==> src/rtl/ckdiv_pkg.sv <==
package ckdiv_pkg;
  localparam int RW    = 3;
  localparam int NBANK = 2;

  typedef struct packed {
    logic [RW-1:0] n;
    logic [RW-1:0] hi;
  } ratio_t;

  function automatic ratio_t ratio_a(input logic sel);
    ratio_t r;
    r.n  = sel ? RW'(4) : RW'(2);
    r.hi = sel ? RW'(2) : RW'(1);
    return r;
  endfunction

  function automatic ratio_t ratio_b(input logic [1:0] sel);
    ratio_t r;
    case (sel)
      2'b00:   begin r.n = RW'(4); r.hi = RW'(2); end
      2'b01:   begin r.n = RW'(6); r.hi = RW'(3); end
      default: begin r.n = RW'(5); r.hi = RW'(2); end
    endcase
    return r;
  endfunction
endpackage

==> src/rtl/ckdiv_sync.sv <==
module ckdiv_sync #(
  parameter int STAGES = 2
) (
  input  logic clk_i,
  input  logic rst_ni,
  input  logic d_i,
  output logic q_o
);
  logic [STAGES-1:0] sr_q;

  // resets to asserted so banks stay cleared until the chain flushes
  always_ff @(posedge clk_i or negedge rst_ni) begin
    if (!rst_ni) sr_q <= '1;
    else         sr_q <= {sr_q[STAGES-2:0], d_i};
  end

  assign q_o = sr_q[STAGES-1];
endmodule

==> src/rtl/ckdiv_en_cap.sv <==
module ckdiv_en_cap (
  input  logic clk_i,
  input  logic rst_ni,
  input  logic en_ni,
  output logic run_o
);
  logic run_q;

  // falling-edge capture: run changes only while the input clock is low
  always_ff @(negedge clk_i or negedge rst_ni) begin
    if (!rst_ni) run_q <= 1'b0;
    else         run_q <= ~en_ni;
  end

  assign run_o = run_q;
endmodule

==> src/rtl/ckdiv_bank.sv <==
module ckdiv_bank #(
  parameter int W = 3
) (
  input  logic         clk_i,
  input  logic         rst_ni,
  input  logic         clr_i,
  input  logic         run_i,
  input  logic [W-1:0] n_i,
  input  logic [W-1:0] hi_i,
  output logic         q_o,
  output logic [W-1:0] cnt_o,
  output logic [W-1:0] n_o,
  output logic [W-1:0] hi_o
);
  logic [W-1:0] cnt_q, n_q, hi_q, cnt_dec, thr;
  logic         q_q, wrap;

  assign wrap    = (cnt_q == '0);
  assign cnt_dec = cnt_q - W'(1);
  assign thr     = n_q - hi_q;

  // down-counter: reload = period start (output rises), ratio latched only there
  always_ff @(posedge clk_i or negedge rst_ni) begin
    if (!rst_ni) begin
      cnt_q <= '0;
      n_q   <= '0;
      hi_q  <= '0;
      q_q   <= 1'b0;
    end else if (clr_i) begin
      cnt_q <= '0;
      n_q   <= '0;
      hi_q  <= '0;
      q_q   <= 1'b0;
    end else if (run_i) begin
      if (wrap) begin
        n_q   <= n_i;
        hi_q  <= hi_i;
        cnt_q <= n_i - W'(1);
        q_q   <= 1'b1;
      end else begin
        cnt_q <= cnt_dec;
        q_q   <= (cnt_dec >= thr);
      end
    end
  end

  assign q_o   = q_q;
  assign cnt_o = cnt_q;
  assign n_o   = n_q;
  assign hi_o  = hi_q;
endmodule

==> src/rtl/ckdiv_dual.sv <==
module ckdiv_dual
  import ckdiv_pkg::*;
#(
  parameter int SYNC_STAGES = 2
) (
  input  logic       clk_i,
  input  logic       rst_ni,
  input  logic       mr_i,
  input  logic       en_ni,
  input  logic       divsel_a_i,
  input  logic [1:0] divsel_b_i,
  output logic       qa_o,
  output logic       qa_no,
  output logic       qb_o,
  output logic       qb_no
);
  logic                       sync_clr;
  logic                       en_run;
  ratio_t [NBANK-1:0]         sel_r;
  logic   [NBANK-1:0]         q_w;
  logic   [NBANK-1:0][RW-1:0] cnt_w, n_w, hi_w;

  assign sel_r[0] = ratio_a(divsel_a_i);
  assign sel_r[1] = ratio_b(divsel_b_i);

  ckdiv_sync #(.STAGES(SYNC_STAGES)) u_sync (
    .clk_i  (clk_i),
    .rst_ni (rst_ni),
    .d_i    (mr_i),
    .q_o    (sync_clr)
  );

  ckdiv_en_cap u_en (
    .clk_i  (clk_i),
    .rst_ni (rst_ni),
    .en_ni  (en_ni),
    .run_o  (en_run)
  );

  for (genvar g = 0; g < NBANK; g++) begin : g_bank
    ckdiv_bank #(.W(RW)) u_bank (
      .clk_i  (clk_i),
      .rst_ni (rst_ni),
      .clr_i  (sync_clr),
      .run_i  (en_run),
      .n_i    (sel_r[g].n),
      .hi_i   (sel_r[g].hi),
      .q_o    (q_w[g]),
      .cnt_o  (cnt_w[g]),
      .n_o    (n_w[g]),
      .hi_o   (hi_w[g])
    );
  end

  assign qa_o  = q_w[0];
  assign qa_no = ~q_w[0];
  assign qb_o  = q_w[1];
  assign qb_no = ~q_w[1];
endmodule

==> config.mk <==
export PLATFORM = sky130hd
export DESIGN_NAME = ckdiv_dual
export DESIGN_NICKNAME = d
export VERILOG_FILES = /design/src/rtl/ckdiv_pkg.sv /design/src/rtl/ckdiv_sync.sv /design/src/rtl/ckdiv_en_cap.sv /design/src/rtl/ckdiv_bank.sv /design/src/rtl/ckdiv_dual.sv
export SDC_FILE = /design/constraint.sdc
export NUM_CORES = 1
export LEC_CHECK = 0
export BUFFER_PORTS_ARGS = -buffer_cell sky130_fd_sc_hd__buf_2
export CORE_MARGIN = 5
export CORE_UTILIZATION = 52
export DETAILED_ROUTE_END_ITERATION = 10
export PLACE_DENSITY = 0.73
export SETUP_SLACK_MARGIN = 0.5
export SYNTH_ARGS = -nofsm -noshare
export SYNTH_HDL_FRONTEND = slang
export SYNTH_HIERARCHICAL = 1
export SYNTH_SLANG_ARGS = --single-unit
==> constraint.sdc <==
create_clock -name clk_i -period 2.1 [get_ports clk_i]
set_clock_uncertainty 0.15 [all_clocks]
set_input_delay 0.315 -clock clk_i [delete_from_list [all_inputs] [get_ports clk_i]]
set_output_delay 0.315 -clock clk_i [all_outputs]
set_load 0.05 [all_outputs]
==> results of run 1 <==
==> metrics by stage <==
stage | util | std cells
5_1_grt | 0.6488 | 206
2_1_floorplan | - | 155
6_report | 0.6488 | 206
3_3_place_gp | 0.6106 | 196
4_1_cts | 0.6389 | 204
3_5_place_dp | 0.6106 | 196
==> logic make-up after synthesis <==
family | Yosys count | share of synthesized area
and+or+nand+nor | 41 | 0.1530
AOI/OAI and AO/OA | 28 | 0.1198
buffers and inverters | 27 | 0.07603
DFF | 23 | 0.4132
adders and majority gates | 16 | 0.1538
xor gates and xnor gates | 8 | 0.05008
muxes | 4 | 0.02862
other | 2 | 0.005369
==> worst max-delay path by stage <==
stage / from / to / slack [ps]
floorplan: u_en/run_o / g_bank[0].u_bank/n_o[0] / -140
global placement: u_en/run_o / g_bank[0].u_bank/n_o[0] / -230
detailed placement: u_en/run_o / g_bank[0].u_bank/n_o[2] / -290
CTS: u_en/run_o / g_bank[0].u_bank/n_o[2] / -250
global route: u_en/run_o / g_bank[1].u_bank/n_o[0] / -360
finish: u_en/run_o / g_bank[1].u_bank/n_o[0] / -280
==> sequential cells by signal (all words and copies together) (netlist names) <==
| signal | flops |
|---|---|
| u_sync/sr_q | 2 |
| g_bank.u_bank/n_o | 6 |
| g_bank.u_bank/cnt_o | 6 |
| g_bank.u_bank/hi_o | 6 |
| g_bank.u_bank/q_o | 2 |
| u_en/run_o | 1 |
==> layer usage <==
| layer | vias to the layer above | global-route usage | share of wire |
|---|---|---|---|
| li1 | 534 | - | - |
| met1 | 498 | 0.2196 | 0.47 |
| met2 | 20 | 0.2586 | 0.48 |
| met3 | 0 | 0.03099 | 0.049 |
| met4 | 0 | 0.03333 | 0 |
| met5 | - | 0 | 0 |
==> worst max-delay path, cell delays in order (launching register included) <==
cell      delay, ps
dfrtn_1         540
nand3b_1        270
mux2i_1         220
nor2_1           50
==> what timing repair did <==
| action | 4_1_cts | 5_1_grt |
|---|---|---|
| gates resized for setup | 4 | 3 |
| hold endpoints to repair | 21 | 0 |
| setup buffers | 2 | 2 |
| hold buffers | 2 | 0 |
| endpoints found under the setup margin | 20 | 20 |
| pin swaps | 12 | 6 |
==> where the power goes <==
part,internal [W],switching (W)
clock network,0.0000740,0.000132
registers,0.000487,0.0000419
logic,0.000200,0.000252
total,0.000761,0.000426
==> area by class of cell <==
cell class	count	share of cell area
inverter	20	0.04740
timing repair buffer	24	0.1047
multi-input combinational	105	0.4557
clock buffer	4	0.01606
tap	30	0.02294
sequential	23	0.3532
==> cells in the mapped netlist, drive strengths merged <==
library cell,instances
dfrtp,20
inv,20
ha,14
a21oi,12
nor2,10
nand2,8
nand3,8
nand3b,6
a31oi,4
buf,4
mux2i,4
nand2b,4
o21ai,4
xnor2,4
xor2,4
clkbuf,3
nor2b,3
a21o,2
a311oi,2
conb,2
dfstp,2
fa,2
o211ai,2
o21a,2
or3b,2
dfrtn,1
==> results.cfg, run 1 <==
[status]
status = finished with violations
violations = setup timing

[setup_path]
critPathRequiredTime_ps = 2150
reg2regPathDepth = 3
end_kind = flip-flop
cp-start-kind = flip-flop
worstPathMaxFanout = 7
crit_type = reg2reg
worst_ep_arrival_time_ps = 2430
r2r_start = u_en/run_o
rr_endpoint = g_bank[1].u_bank/n_o[0]
r2r_slack_ps = -280

[clocking]
cts_buffer_depth = 2
tritoncts = yes
clock_latency_ps = 300
cts_root_buffer = clkbuf_4
cts_sinks = 23
h-tree-depth = 1
clk_pin_slew_ps = 130
cts_buffers = 3

[floorplanning]
start_util = 0.5546
rows = 18
die_area_um2 = 3827
coreArea_um2 = 2522
io_pins = 11
die_h_um = 61.87
die_w_um = 61.87

[global_route]
antenna_found_initial = 0
grt_usage = 0.1583
grt_max_degree = 23
grt_overflow = 0
grt_pass1_vias = 1068
grt_pass1_wl_um = 4595

[logic_synthesis]
synth_top_area_frac = 0.3578
syn_avg_cell_area_um2 = 9.388
yosysUniqueCellTypes = 28
syn_area_um2 = 1399
yosys-top-cells-area = dfrtp_1, ha_1, inv_1
ys_seq_elements = 23
ys_warn_count = 6
netlist_instances = 149
synth_top_area_cell = dfrtp_1
yosysSeqAreaShare = 0.4132

[place]
numPortBuffers = 10
placed_cell_area_um2 = 1540
hpwl_um = 1928
pre_cts_ws_ps = -285.6
gp_congestion = 0.8046

[power]
static-leakage-power_nw = 0.8120
power_w = 0.001187
peakVddDrop_v = 0.0005070
powerDensity_nw_per_um2 = 725.1

[route]
ant_nets = 0
vias_per_cell = 5.107
drc = 0
drt_iter0_drc = 29
drt_wl_total_um = 2636
drt_first_pass_iters = 4
dr_total_vias = 1052
wire_per_inst_um = 12.80

[cells_and_area]
filler_cell_count = 215
seq_area_um2 = 578.1
final_cell_mix = dfrtp_1, inv_1, ha_1
num-nets-final = 200
stdcell_area_um2 = 1637
final_common_cell = dfrtp_1
drive_gt1_frac = 0.1761
antenna_cells = 0
multi_input_area_um2 = 745.7
area_delta_synth_final_pct = 16.99

[min_path]
whs_endpoint = g_bank[0].u_bank/hi_o[1]
hold_start = divsel_a_i
hold_depth = 3
min_path_type = in2reg

[sta]
finalSetupViolations = 20
hold_violations = 0
timing.hold.ws_ps = 148.9
slew_violations = 0
setup_slack_ps = -279.1
setup_tns_ps = -3971
rsz0062_at_grt = yes

[run]
drv_cap = 0
No activity file was read; power rests on OpenSTA's default activity.
==> run 2: changes to the inputs <==
- CORE_UTILIZATION: 52 -> 51
- PLACE_DENSITY: 0.73 -> 0.74
- SYNTH_HIERARCHICAL: 1 -> default
==> run 2 against run 1 <==
The flow still finishes with violations (setup timing). Flip-flop and latch count shrank 7. Worst hold slack gained 26 ps. Routed wire length shrank 26%. Sequential share of layout area shrank 3.6 points. Cell count shrank 25%. Area after synthesis shrank 28%. Setup slack lost 44 ps. Global-route usage grew 1.1 points. Sequential power shrank 32%. Register-to-register slack lost 40 ps. Synthesized cell count shrank 32%. Critical endpoint is now g_bank[1].u_bank.n_o[1]. Largest cell class unchanged.
==> results.cfg, run 2 <==
[logic_synthesis]
netlist_instances = 101
async_flop_share = 1.000
synth_compound_area_frac = 0.1322
syn_area_um2 = 1003
yosysSeqAreaShare = 0.4015
synth_top_area_frac = 0.3242
ys_seq_elements = 16
yosysMostFrequentCell = inv_1
synth_fa_ha_area_frac = 0.1945
synth_xor_area_frac = 0.03491
synth_top_family_by_area = adder cells
yosys-top-cells-count = inv_1, ha_1, dfrtp_1
ys_warn_count = 0
synth_fp_nets = 123
synth_edf_count = 0
yosys-top-cells-area = dfrtp_1, ha_1, inv_1
synthMuxAreaShare = 0.02993
synthSimpleGateAreaFrac = 0.1197
yosysUniqueCellTypes = 29
synth_top_area_cell = dfrtp_1
ys.flop_type = dfrtp_1
syn_avg_cell_area_um2 = 9.935

[route]
wire_per_inst_um = 12.69
ant_nets = 0
drt_wl_total_um = 1954
dr_total_vias = 757
vias_per_cell = 4.916
drc = 0
drt_first_pass_iters = 1
drt_iter0_drc = 0

[setup_path]
critPathLaunch = u_en.run_o
worst_ep_arrival_time_ps = 2480
r2r_start = u_en.run_o
crit_chain = buf_6 -> nand3b_4 -> or3b_1 -> a21oi_1
crit_type = reg2reg
worstPathMaxFanout = 4
cp-start-kind = flip-flop
critPathRequiredTime_ps = 2160
end_kind = flip-flop
cp_slowest_cell = dfrtn_1
cp_slowest_stage_delay_ps = 480

[clocking]
cts_root_buffer = clkbuf_4
tritoncts = yes
cts_buffer_depth = 2
cts_sinks = 16
clk_pin_slew_ps = 90
h-tree-depth = 1
cts_buffers = 3
clock_latency_ps = 280

[power]
powerDensity_nw_per_um2 = 669.4
peakVddDrop_v = 0.0005029
static-leakage-power_nw = 0.6181

[cells_and_area]
area_delta_synth_final_pct = 26.56
final_common_cell = inv_1
stdcell_count = 154
antenna_cells = 0
stdcell_area_um2 = 1270
largest_reg_flops = 6
drive_gt1_frac = 0.2756
num-nets-final = 150
final_cell_mix = inv_1, ha_1, dfrtp_1
postLayoutCoreUtil = 0.6608

[place]
hpwl_um = 1545
place_inst = 144
gp_congestion = 0.7201
numPortBuffers = 10
placed_cell_area_um2 = 1162

[floorplanning]
die_area_um2 = 2954
die_w_um = 54.36
io_pins = 11
die_h_um = 54.36
coreArea_um2 = 1922
rows = 16
start_util = 0.5221

[global_route]
antenna_found_initial = 0
grt_max_degree = 16
grt_overflow = 0
grt_pass1_wl_um = 3539
grt_usage = 0.1690
grt_pass1_vias = 827

[sta]
relSlewSlack = 0.8010
setup_slack_ps = -323.4
setup_tns_ps = -3132
slew_violations = 0
worstMarginPinSlew_ps = 297.9
finalSetupViolations = 13
rsz0062_at_grt = yes
hold_violations = 0

[status]
violations = setup timing
status = finished with violations

[run]
drv_cap = 0

[min_path]
min_path_type = in2reg
hold_start = divsel_a_i
[run 2: changes by cell type after synthesis, sizes merged, moves of 4 or more]
| cell | before | now |
|---|---|---|
| dfrtp | 20 | 13 |
| nand3 | 8 | 1 |
| a21oi | 12 | 7 |
| nand2 | 8 | 4 |
| nor2 | 10 | 6 |
[run 2: critical path: cells and delay by family (launching register included)]
family                 cells  cell delay (ps)
buffers and inverters      1              130
DFF                        1              480
and+or+nand+nor            2              430
AOI/OAI and AO/OA          1              120
[run 2: final timing paths]
| check | slack [ps] | endpoint | cells past startpoint |
|---|---|---|---|
| max in group asynchronous | 530 | u_en.run_o | 2 |
| worst min register to register | 210 | u_sync.sr_q[1] | 0 |
| worst min-delay path | 180 | g_bank[0].u_bank.n_o[1] | 3 |
| worst max-delay path | -320 | g_bank[1].u_bank.n_o[1] | 4 |
| worst max register to register | -320 | g_bank[1].u_bank.n_o[1] | 4 |
| min in group asynchronous | 390 | g_bank[1].u_bank.cnt_o[1] | 3 |
[run 2: what timing repair did]
| action | CTS | global route |
|---|---|---|
| endpoints found under the setup margin | 13 | 13 |
| hold buffers | 2 | 0 |
| pin swaps | 2 | 1 |
| gates resized for setup | 6 | 1 |
| hold endpoints to repair | 14 | 0 |
| buffers inserted | 3 | 1 |
[run 2: final cells by class]
| type | count | area (um^2) |
|---|---|---|
| flip-flops and latches | 16 | 402.9 |
| repair buffers | 24 | 183.9 |
| fillers | 160 | 651.9 |
| multi-input cells | 62 | 531.8 |
| well taps | 27 | 33.78 |
| clock buffers | 4 | 36.28 |
| inverters | 21 | 81.33 |
[run 2: logic make-up (layout without fill, tap and decap cells)]
| kind of cell | count (synthesis) | in the layout |
|---|---|---|
| AO/OA/AOI/OAI | 20 | 20 |
| multiplexers | 3 | 3 |
| XOR/XNOR | 4 | 4 |
| adder cells (fa/ha/maj) | 15 | 15 |
| AND/OR/NAND/NOR | 20 | 20 |
| flip-flops | 16 | 16 |
| buffers and inverters | 23 | 49 |
[run 2: per-layer routing]
layer	track usage	routed length, um
met5	0	0
met4	0.09129	40
met3	0.03542	40
met2	0.2550	983
met1	0.2245	889
[run 2: report_power, final]
part           switching [W]  leakage, nW  total, W  internal [W]
clock              0.0000937       0.0210  0.000199      0.000105
combinational       0.000164        0.393  0.000293      0.000129
sequential         0.0000250        0.204  0.000358      0.000333
[run 2: through the flow]
| stage | total power [W] | hold slack (ps) | worst slack, ps |
|---|---|---|---|
| after floorplan | 0.0005496 | -130.6 | -206.9 |
| after global placement | 0.0006134 | 157.6 | -233.5 |
| after detailed placement | 0.0006320 | 172.0 | -389.5 |
| after CTS | 0.0008534 | 174.1 | -305.2 |
| after global routing | 0.0009143 | 166.4 | -360.4 |
| final | 0.0008501 | 175.0 | -323.4 |
